[src/rtl/secded_pkg.sv]
package secded_pkg;

    localparam int SYN_W     = 8;
    localparam int DATA_BITS = 64;
    localparam int DIDX_W    = $clog2(DATA_BITS);
    localparam int CIDX_W    = $clog2(SYN_W);
    localparam int LO_WEIGHT = 3;
    localparam int HI_WEIGHT = 5;

    typedef enum logic [2:0] {
        ERR_NONE   = 3'd0,
        ERR_DATA   = 3'd1,
        ERR_CHECK  = 3'd2,
        ERR_DOUBLE = 3'd3,
        ERR_MULTI  = 3'd4
    } err_cls_e;

    typedef struct packed {
        err_cls_e              cls;
        logic [DIDX_W-1:0]     didx;
        logic [CIDX_W-1:0]     cidx;
    } verdict_t;

    function automatic int bit_weight(logic [SYN_W-1:0] v);
        int n;
        n = 0;
        for (int b = 0; b < SYN_W; b++) n += int'(v[b]);
        return n;
    endfunction

    // Column of data bit idx: weight-3 values ascending, then weight-5 ascending.
    function automatic logic [SYN_W-1:0] data_col(int idx);
        int               seen;
        logic [SYN_W-1:0] pick;
        seen = 0;
        pick = '0;
        for (int w = LO_WEIGHT; w <= HI_WEIGHT; w += 2) begin
            for (int v = 0; v < (1 << SYN_W); v++) begin
                if (bit_weight(SYN_W'(v)) == w) begin
                    if (seen == idx) pick = SYN_W'(v);
                    seen++;
                end
            end
        end
        return pick;
    endfunction

endpackage

[src/rtl/secded_data_match.sv]
module secded_data_match
    import secded_pkg::*;
(
    input  logic [SYN_W-1:0]  syn,
    output logic              hit,
    output logic [DIDX_W-1:0] idx
);
    logic [DATA_BITS-1:0] col_hit;

    for (genvar g = 0; g < DATA_BITS; g++) begin : g_col
        localparam logic [SYN_W-1:0] COL = data_col(g);
        assign col_hit[g] = (syn == COL);
    end

    always_comb begin
        idx = '0;
        for (int i = 0; i < DATA_BITS; i++) begin
            if (col_hit[i]) idx = idx | DIDX_W'(i);
        end
    end

    assign hit = |col_hit;
endmodule

[src/rtl/secded_chk_match.sv]
module secded_chk_match
    import secded_pkg::*;
(
    input  logic [SYN_W-1:0]  syn,
    output logic              hit,
    output logic [CIDX_W-1:0] idx
);
    assign hit = ($countones(syn) == 1);

    always_comb begin
        idx = '0;
        for (int i = 0; i < SYN_W; i++) begin
            if (syn[i]) idx = idx | CIDX_W'(i);
        end
    end
endmodule

[src/rtl/secded_classify.sv]
module secded_classify
    import secded_pkg::*;
(
    input  logic [SYN_W-1:0]  syn,
    input  logic              data_hit,
    input  logic [DIDX_W-1:0] data_pos,
    input  logic              chk_hit,
    input  logic [CIDX_W-1:0] chk_pos,
    output verdict_t          verdict
);
    always_comb begin
        verdict = '{cls: ERR_NONE, didx: '0, cidx: '0};
        if (syn == '0) begin
            verdict.cls = ERR_NONE;
        end else if (data_hit) begin
            verdict.cls  = ERR_DATA;
            verdict.didx = data_pos;
        end else if (chk_hit) begin
            verdict.cls  = ERR_CHECK;
            verdict.cidx = chk_pos;
        end else if (!(^syn)) begin
            verdict.cls = ERR_DOUBLE;
        end else begin
            verdict.cls = ERR_MULTI;
        end
    end
endmodule

[src/rtl/secded_syn_classify.sv]
module secded_syn_classify
    import secded_pkg::*;
#(
    parameter bit REG_OUT = 1'b1
) (
    input  logic                          clk,
    input  logic                          rst,
    input  logic [secded_pkg::SYN_W-1:0]  syndrome,
    output logic [2:0]                    err_class,
    output logic [secded_pkg::DIDX_W-1:0] data_idx,
    output logic [secded_pkg::CIDX_W-1:0] chk_idx
);
    logic              d_hit;
    logic [DIDX_W-1:0] d_pos;
    logic              c_hit;
    logic [CIDX_W-1:0] c_pos;
    verdict_t          v_comb;
    verdict_t          v_out;

    secded_data_match u_data (.syn(syndrome), .hit(d_hit), .idx(d_pos));
    secded_chk_match  u_chk  (.syn(syndrome), .hit(c_hit), .idx(c_pos));
    secded_classify   u_cls  (
        .syn(syndrome), .data_hit(d_hit), .data_pos(d_pos),
        .chk_hit(c_hit), .chk_pos(c_pos), .verdict(v_comb)
    );

    if (REG_OUT) begin : g_reg
        always_ff @(posedge clk) begin
            if (rst) v_out <= '{cls: ERR_NONE, didx: '0, cidx: '0};
            else     v_out <= v_comb;
        end
    end else begin : g_comb
        assign v_out = v_comb;
    end

    assign err_class = v_out.cls;
    assign data_idx  = v_out.didx;
    assign chk_idx   = v_out.cidx;
endmodule

[config.mk]
export PLATFORM = sky130hd
export DESIGN_NAME = secded_syn_classify
export DESIGN_NICKNAME = d
export VERILOG_FILES = /design/src/rtl/secded_pkg.sv /design/src/rtl/secded_data_match.sv /design/src/rtl/secded_chk_match.sv /design/src/rtl/secded_classify.sv /design/src/rtl/secded_syn_classify.sv
export SDC_FILE = /design/constraint.sdc
export NUM_CORES = 1
export LEC_CHECK = 0
export ABC_AREA = 1
export ABC_CLOCK_PERIOD_IN_PS = 6620
export BUFFER_PORTS_ARGS = -buffer_cell sky130_fd_sc_hd__buf_2
export CAP_MARGIN = 40
export CORE_MARGIN = 5
export CORE_UTILIZATION = 64
export CTS_CLUSTER_DIAMETER = 150
export CTS_CLUSTER_SIZE = 16
export DETAILED_ROUTE_END_ITERATION = 16
export PLACE_DENSITY = 0.86
export RECOVER_POWER = 50
export REMOVE_ABC_BUFFERS = 1
export SLEW_MARGIN = 25
export SYNTH_ARGS = -nofsm -noshare
export SYNTH_HDL_FRONTEND = slang
export SYNTH_SLANG_ARGS = --single-unit
export TNS_END_PERCENT = 20
[constraint.sdc]
create_clock -name clk -period 6.62 [get_ports clk]
set_input_delay 0.662 -clock clk [delete_from_list [all_inputs] [get_ports clk]]
set_output_delay 0.662 -clock clk [all_outputs]
set_load 0.01 [all_outputs]
==> results of run 1 <==
cells in the final DEF (no fill, tap or decap), drive strengths merged:
cell / synthesis / final
and3: 2 / 2
or2: 1 / 1
buf: 0 / 9
ha: 19 / 19
inv: 50 / 50
o21ai: 6 / 6
fa: 4 / 4
nand3b: 1 / 1
dfxtp: 12 / 12
nor4: 1 / 1
a21oi: 6 / 6
xnor2: 1 / 1
nor3b: 1 / 1
nand4: 6 / 6
clkbuf: 0 / 16
nand3: 21 / 21
xor2: 1 / 1
nor2: 85 / 85
and2: 1 / 1
nand2: 114 / 114
nor3: 3 / 3
Yosys cell counts:
library cell,n
nand3_2,2
nand4_1,6
nand3b_1,1
inv_1,49
nor3_1,3
nand2_2,11
nand3_1,19
xnor2_1,1
nor4_1,1
inv_2,1
nor2_4,1
nor2_1,71
or2_0,1
and3_1,1
fa_1,4
and2_2,1
a21oi_1,6
xor2_1,1
nor2_2,13
dfxtp_1,12
ha_1,19
o21ai_0,6
and3_2,1
nor3b_1,1
nand2_4,4
nand2_1,99
kinds of logic (layout without fill, tap and decap cells):
group,count (synthesis),after routing,synth area share [%]
and+or+nand+nor,236,236,56.3
buffers and inverters,50,75,9.96
adders and majority gates,23,23,16.9
AOI/OAI and AO/OA,12,12,3.19
DFF,12,12,12.7
xor gates and xnor gates,2,2,0.930
layer usage:
| metal | vias to the layer above | part of all wire [%] | wire [um] |
|---|---|---|---|
| li1 | 1072 | - | - |
| met1 | 979 | 41 | 2450 |
| met2 | 127 | 46 | 2710 |
| met3 | 31 | 7.9 | 469 |
| met4 | 0 | 5.3 | 318 |
| met5 | - | 0 | 0 |
flip-flops by register name, summed over array words and instances (netlist names):
register and flops:
data_idx 6, chk_idx 3, err_class 3
cell type report:
cell class	instances	area [um2]
Sequential cell	12	240
Clock buffer	4	36.3
Timing Repair Buffer	21	90.1
Fill cell	258	732
Multi-Input combinational cell	273	1460
Tap cell	31	38.8
Inverter	50	188
path summary, 6_finish.rpt:
kind / start / to / slack, ns
worst max-delay path: syndrome[4] / chk_idx[0] / 3.01
worst min-delay path: syndrome[5] / chk_idx[0] / 0.69
power by group through the flow:
stage | Combinational (mW) | Clock [mW] | Sequential (mW)
floorplan | 0.0704 | 0 | 0.0901
global placement | 0.105 | 0 | 0.0848
detailed placement | 0.112 | 0 | 0.0849
CTS | 0.112 | 0.0625 | 0.0834
global route | 0.127 | 0.0690 | 0.0843
finish | 0.111 | 0.0604 | 0.0836
==> impl_metrics.yaml, run 1 <==
die:
  die_width_um: 64.3
  rows: 19
  initial_utilization_pct: 67.7
  io_pins: 22
  die_area_um2: 4130
  core_um2: 2780
  die_h_um: 64.3
global_routing:
  overflow: 0
  antenna_found_initial: 0
  grt_pass1_vias: 2111
  grt_use_total_pct: 30.1
  use_met1_pct: 37.4
  grt_max_degree: 8
  grtUsageMet3_pct: 6.13
  grt.busiest_layer: "met2"
  grt_pass1_wl_um: 9870
  use_met2_pct: 48.5
placement:
  dp_hpwl_um: 5010
  port_buffers: 21
  dp_slack_ns: 2.78
  post-place-cells: 387
  placed_cell_area_um2: 2030
  place.gp.congestion: 1.03
layout:
  fin_area_um2: 2050
  diodes: 0
  num-nets-final: 394
  final-instance-count-excl-fill: 391
  fin_util_pct: 73.7
  final_layout_size_suffix_gt1_share_pct: 13.1
  syn2layout_area_growth_pct: 8.77
worst_hold_path:
  hp-class: "primary input to flip-flop"
  hold_path_depth: 3
run:
  drv_cap: 0
power_and_ir_drop:
  p_switching_mw: 0.102
  comb_power_share_pct: 43.5
  p_leak_nw: 1.37
  p_int_mw: 0.153
  clock_power_share_pct: 23.7
  ir_drop_mv: 0.226
  p_total_mw: 0.255
  power.density_nw_per_um2: 124
  power_frac_seq_pct: 32.8
  switching_share_pct: 39.9
drt:
  dr_total_vias: 2209
  drt_wl_total_um: 5950
  wl_per_cell_um: 15.2
  ant_nets: 0
  drc: 0
  vias_per_cell: 5.65
  drt-pass1-iter-count: 6
  drtIter0Drc: 287
clock_network:
  cts_sinks: 12
  cts_resized: 0
  numCtsBuffers: 3
  cts_buffer_depth: 2
  htree_levels: 1
  ctsHoldBuffers: 0
  cts.clk_slew.worst_paths_ns: 0.07
  cts-root-buf: "clkbuf_4"
  cts_tree: "yes"
  post-cts-setup-buffers: 0
worst_setup_path:
  cp_cell_sequence: "buf_2 -> ha_1 -> inv_1 -> fa_1 -> inv_1 -> fa_1 -> ha_1 -> fa_1 -> nor3_1 -> nand2_1 -> nor2_1 -> nand2_1 -> nor2_1 -> nand3_1 -> nor2_1"
  cp_num_buf_inv: 3
  worstSetupStartpointType: "primary input"
  cp_top_family: "adder cells"
  required_ns: 6.84
  path_depth: 15
  worstPathArrival_ns: 3.83
  crit_type: "primary input to flip-flop"
  slowest_delay_ns: 0.55
  critPathMaxFanout: 4
  crit_slowest_cell: "fa_1"
  cp-end-kind: "flip-flop"
status:
  status: "finished, final reports clean"
timing:
  whs_ns: 0.688
  tns_ns: 0
  timing.fmax_mhz: 277
  finalWorstSetupSlack_ns: 3.01
  period_needed_ns: 3.61
  fin_crit_sh_pct: 54.6
  rsz0062_at_grt: "false"
  max_slew_margin_pct: 71.8
  maxSlewViolCount: 0
  finalSetupViolCount: 0
  tightest_slew_ns: 0.423
  finalHoldViolations: 0
synth:
  yosysWarnings: 0
  netlist.area_leader.share_pct: 19.7
  synthCells: 335
  post_synth_num_cell_types: 26
  synth_seq_cells: 12
  yosysSeqAreaShare_pct: 12.7
  yosys.area.top_type: "nand2_1"
  synth.area.top_cells: "nand2_1 (20%), nor2_1 (14%), dfxtp_1 (13%)"
  netlist_area_um2: 1880
  avgSynthCellArea_um2: 5.62
Note: power is estimated with default switching activity, not from simulation.
==> run 2, diff against run 1 <==
Settings changed: ABC_CLOCK_PERIOD_IN_PS 6620 to 3700, CORE_UTILIZATION 64 to 59, PLACE_DENSITY 0.86 to 0.81.
Clock period 6.62 ns to 3.7 ns, I/O delays scaled along.
==> run 2 against run 1 <==
Effect of this change: final cell count grew 3.3%; die area grew 7.1%; first-iteration DRC count shrank 9.4%.
==> impl_metrics.yaml, run 2 (same netlist as run 1, synthesis figures left out) <==
status:
  status: "finished, final reports clean"
drt:
  wl_per_cell_um: 14.3
  dr_total_vias: 2201
  drt_wl_total_um: 5780
  ant_nets: 0
  vias_per_cell: 5.45
  drt-pass1-iter-count: 5
  drtIter0Drc: 260
  drc: 0
die:
  core_um2: 3050
  initial_utilization_pct: 61.7
  die_h_um: 66.5
  io_pins: 22
  rows: 20
  die_width_um: 66.5
  die_area_um2: 4420
timing:
  finalHoldViolations: 0
  timing.fmax_mhz: 312
  rsz0062_at_grt: "false"
  whs_ns: 0.400
  tns_ns: 0
  tightest_slew_ns: 0.428
  finalSetupViolCount: 0
  max_slew_margin_pct: 71.3
  period_needed_ns: 3.20
  fin_crit_sh_pct: 86.5
  maxSlewViolCount: 0
power_and_ir_drop:
  switching_share_pct: 39.4
  p_switching_mw: 0.177
  power.density_nw_per_um2: 218
  clock_power_share_pct: 23.9
  p_leak_nw: 1.37
  p_total_mw: 0.449
  comb_power_share_pct: 42.6
  ir_drop_mv: 0.256
  p_int_mw: 0.272
  power_frac_seq_pct: 33.5
clock_network:
  cts_sinks: 12
  cts_buffer_depth: 2
  cts-root-buf: "clkbuf_4"
  cts.clk_slew.worst_paths_ns: 0.07
  post-cts-setup-buffers: 0
  cts_tree: "yes"
  numCtsBuffers: 3
  ctsHoldBuffers: 0
  cts_resized: 0
  htree_levels: 1
global_routing:
  grt_pass1_vias: 2156
  grt_pass1_wl_um: 9790
  grt_use_total_pct: 28.8
  overflow: 0
  grt_max_degree: 8
  antenna_found_initial: 0
run:
  drv_cap: 0
worst_setup_path:
  worstSetupStartpointType: "primary input"
  cp_top_family: "adder cells"
  cp_cell_sequence: "buf_2 -> ha_1 -> inv_1 -> fa_1 -> inv_1 -> fa_1 -> ha_1 -> fa_1 -> nor3_1 -> nand2_1 -> nor2_1 -> nand2_1 -> nor2_1 -> nand3_1 -> nor2_1"
  required_ns: 3.90
  slowest_delay_ns: 0.54
  crit_slowest_cell: "fa_1"
  cp_num_buf_inv: 3
  cp-end-kind: "flip-flop"
  critPathMaxFanout: 4
  worstPathArrival_ns: 3.41
  crit_start: "syndrome[5]"
  crit_type: "primary input to flip-flop"
layout:
  diodes: 0
  num-nets-final: 394
  final_common_cell: "nand2_1"
  largest_reg_flops: 6
  syn2layout_area_growth_pct: 9.63
  layout_common_cells: "nand2_1 (99), nor2_1 (71), inv_1 (49)"
  final_layout_size_suffix_gt1_share_pct: 13.1
placement:
  dp_hpwl_um: 4960
  place.gp.congestion: 0.980
  port_buffers: 21
worst_hold_path:
  min-delay-start: "syndrome[5]"
  hold_end: "chk_idx[0]"
  hold_path_depth: 3
  hp-class: "primary input to flip-flop"
run 2: metal layers:
metal	up-vias	GRT usage, %	part of all wire (%)
li1	1075	-	-
met3	24	4.05	8.1
met2	118	47.6	46
met1	984	37.8	42
met5	-	0	0
met4	0	10.4	4.4
run 2: worst max path at each step:
stage	endpoint	cells after the start
3_3_place_gp	chk_idx[2]	16
3_5_place_dp	chk_idx[2]	15
6_report	chk_idx[2]	15
4_1_cts	chk_idx[2]	15
2_1_floorplan	chk_idx[0]	14
5_1_grt	chk_idx[2]	15
run 2: power groups by stage:
stage / Sequential, mW / Clock [mW] / Combinational (mW)
after CTS: 0.150 / 0.108 / 0.196
after floorplan: 0.161 / 0 / 0.126
after detailed placement: 0.152 / 0 / 0.196
after global placement: 0.152 / 0 / 0.189
final: 0.150 / 0.107 / 0.192
after global routing: 0.152 / 0.113 / 0.222
run 2: final cells by class:
cell class	instances	area [um2]
timing repair buffer	21	90.1
sequential	12	240
fill	320	987
multi-input combinational	273	1460
clock buffer	4	36.3
inverter	50	188
tap	44	55.1
run 2: through the flow:
step                      instance area, um2  setup WS [ns]  util, %  std cells
after floorplan                         1880          0.677        -        335
after global placement                  2040          0.380     67.0        400
after detailed placement                2040          0.221     67.0        400
after CTS                               2080          0.501     68.2        404
after global routing                    2070          0.286     67.7        404
final                                   2070          0.498     67.7        404
==> run 3, diff against run 2 <==
Settings changed: CORE_UTILIZATION 59 to 25, PLACE_DENSITY 0.81 to unset.
==> run 3 against run 2 <==
Effect of this change: via count is 0.18% higher; utilization is 38 points lower; highest routed layer unchanged; maximum frequency is 2.5% higher; die area is 110% higher; critical path type unchanged; sequential power hardly changed; first-iteration DRC count is 4.2% higher.
==> impl_metrics.yaml, run 3 (same netlist as run 1, synthesis figures left out) <==
status:
  status: "finished, final reports clean"
drt:
  dr_total_vias: 2205
  drt_wl_total_um: 5930
  drtIter0Drc: 271
  vias_per_cell: 4.81
  drt-pass1-iter-count: 7
  ant_nets: 0
  drc: 0
  wl_per_cell_um: 12.9
placement:
  placed_cell_area_um2: 2110
  place.gp.congestion: 1.02
  port_buffers: 21
  dp_hpwl_um: 5040
  dp_slack_ns: 0.303
clock_network:
  htree_levels: 1
  cts.clk_slew.worst_paths_ns: 0.05
  numCtsBuffers: 3
  cts_resized: 0
  ctsHoldBuffers: 0
  cts-root-buf: "clkbuf_8"
  cts_buffer_depth: 2
  cts_sinks: 12
  cts_tree: "yes"
  post-cts-setup-buffers: 0
layout:
  fill_cells: 861
  syn2layout_area_growth_pct: 13.5
  num-nets-final: 394
  largest_reg_flops: 6
  final_layout_size_suffix_gt1_share_pct: 12.8
  final_common_cell: "nand2_1"
  fin_area_um2: 2140
  diodes: 0
  layout_common_cells: "nand2_1 (99), nor2_1 (71), inv_1 (49)"
die:
  initial_utilization_pct: 25.8
  die_width_um: 96.8
  die_h_um: 96.8
  core_um2: 7290
  rows: 31
  die_area_um2: 9370
  io_pins: 22
worst_setup_path:
  slowest_delay_ns: 0.42
  worstSetupStartpointType: "primary input"
  cp-end-kind: "flip-flop"
  critPathMaxFanout: 4
  crit_type: "primary input to flip-flop"
  cp_cell_sequence: "buf_2 -> inv_1 -> ha_1 -> inv_1 -> fa_1 -> inv_1 -> fa_1 -> ha_1 -> fa_1 -> nor3_1 -> nand2_1 -> nor2_1 -> nand2_1 -> nor2_1 -> nand3_1 -> nor2_1"
  worstPathArrival_ns: 3.30
  crit_slowest_cell: "fa_1"
  required_ns: 3.88
power_and_ir_drop:
  p_total_mw: 0.451
  p_leak_nw: 1.38
  power.density_nw_per_um2: 211
  ir_drop_mv: 0.106
timing:
  finalSetupViolCount: 0
  finalWorstSetupSlack_ns: 0.576
  tns_ns: 0
  rsz0062_at_grt: "false"
  maxSlewViolCount: 0
  tightest_slew_ns: 0.439
  timing.fmax_mhz: 320
  finalHoldViolations: 0
  period_needed_ns: 3.12
  fin_crit_sh_pct: 84.4
  max_slew_margin_pct: 70.4
global_routing:
  overflow: 0
  grt_use_total_pct: 12.8
  grt_pass1_wl_um: 10000
  grt_pass1_vias: 2062
  grt_max_degree: 8
  antenna_found_initial: 0
worst_hold_path:
  hold_path_depth: 3
  hold_end: "chk_idx[0]"
  min-delay-start: "syndrome[3]"
  hp-class: "primary input to flip-flop"
run:
  drv_cap: 0
==> run 3: worst max path at each step <==
stage / startpoint / end / slack [ns]
after detailed placement: syndrome[3] / chk_idx[2] / 0.30
after global placement: syndrome[3] / chk_idx[1] / 0.41
after floorplan: syndrome[4] / chk_idx[0] / 0.68
final: syndrome[3] / chk_idx[2] / 0.58
after global routing: syndrome[3] / chk_idx[0] / 0.28
after CTS: syndrome[3] / chk_idx[2] / 0.56
==> run 3: layout make-up <==
cell class	count	area (um2)	share of cell area, %
flip-flops and latches	12	240	11.2
clock buffers	3	41.3	1.93
well taps	99	124	5.79
inverters	50	188	8.77
repair buffers	21	90.1	4.21
multi-input cells	273	1460	68.1
==> run 3: through the flow <==
stage,hold WS [ns],std cells,utilization [%]
finish,0.450,458,29.3
global route,0.482,458,29.3
CTS,0.456,458,29.5
detailed placement,0.698,455,29.0
global placement,0.688,455,29.0
floorplan,0.504,335,-
==> run 3: critical path: cells and delay by family <==
kind / cells / cell delay, ns
adder cells (fa/ha/maj): 5 / 1.79
AND/OR/NAND/NOR: 7 / 0.82
buffers and inverters: 4 / 0.32
==> run 3: per-layer routing <==
layer	vias to the layer above	part of all wire, %	wire length, um	global-route usage, %
met5	-	0	0	0
met4	0	3.4	202	4.54
met3	18	8.1	483	2.30
met2	129	44	2580	19.9
met1	991	45	2660	17.7
li1	1067	-	-	-
==> run 3: power breakdown <==
| part | leakage (nW) | total [mW] | switching, mW | internal [mW] |
|---|---|---|---|---|
| sequential | 0.0977 | 0.150 | 0.00360 | 0.146 |
| clock | 0.0216 | 0.115 | 0.0432 | 0.0713 |
| combinational | 1.26 | 0.187 | 0.121 | 0.0665 |
| total | 1.38 | 0.451 | 0.168 | 0.284 |
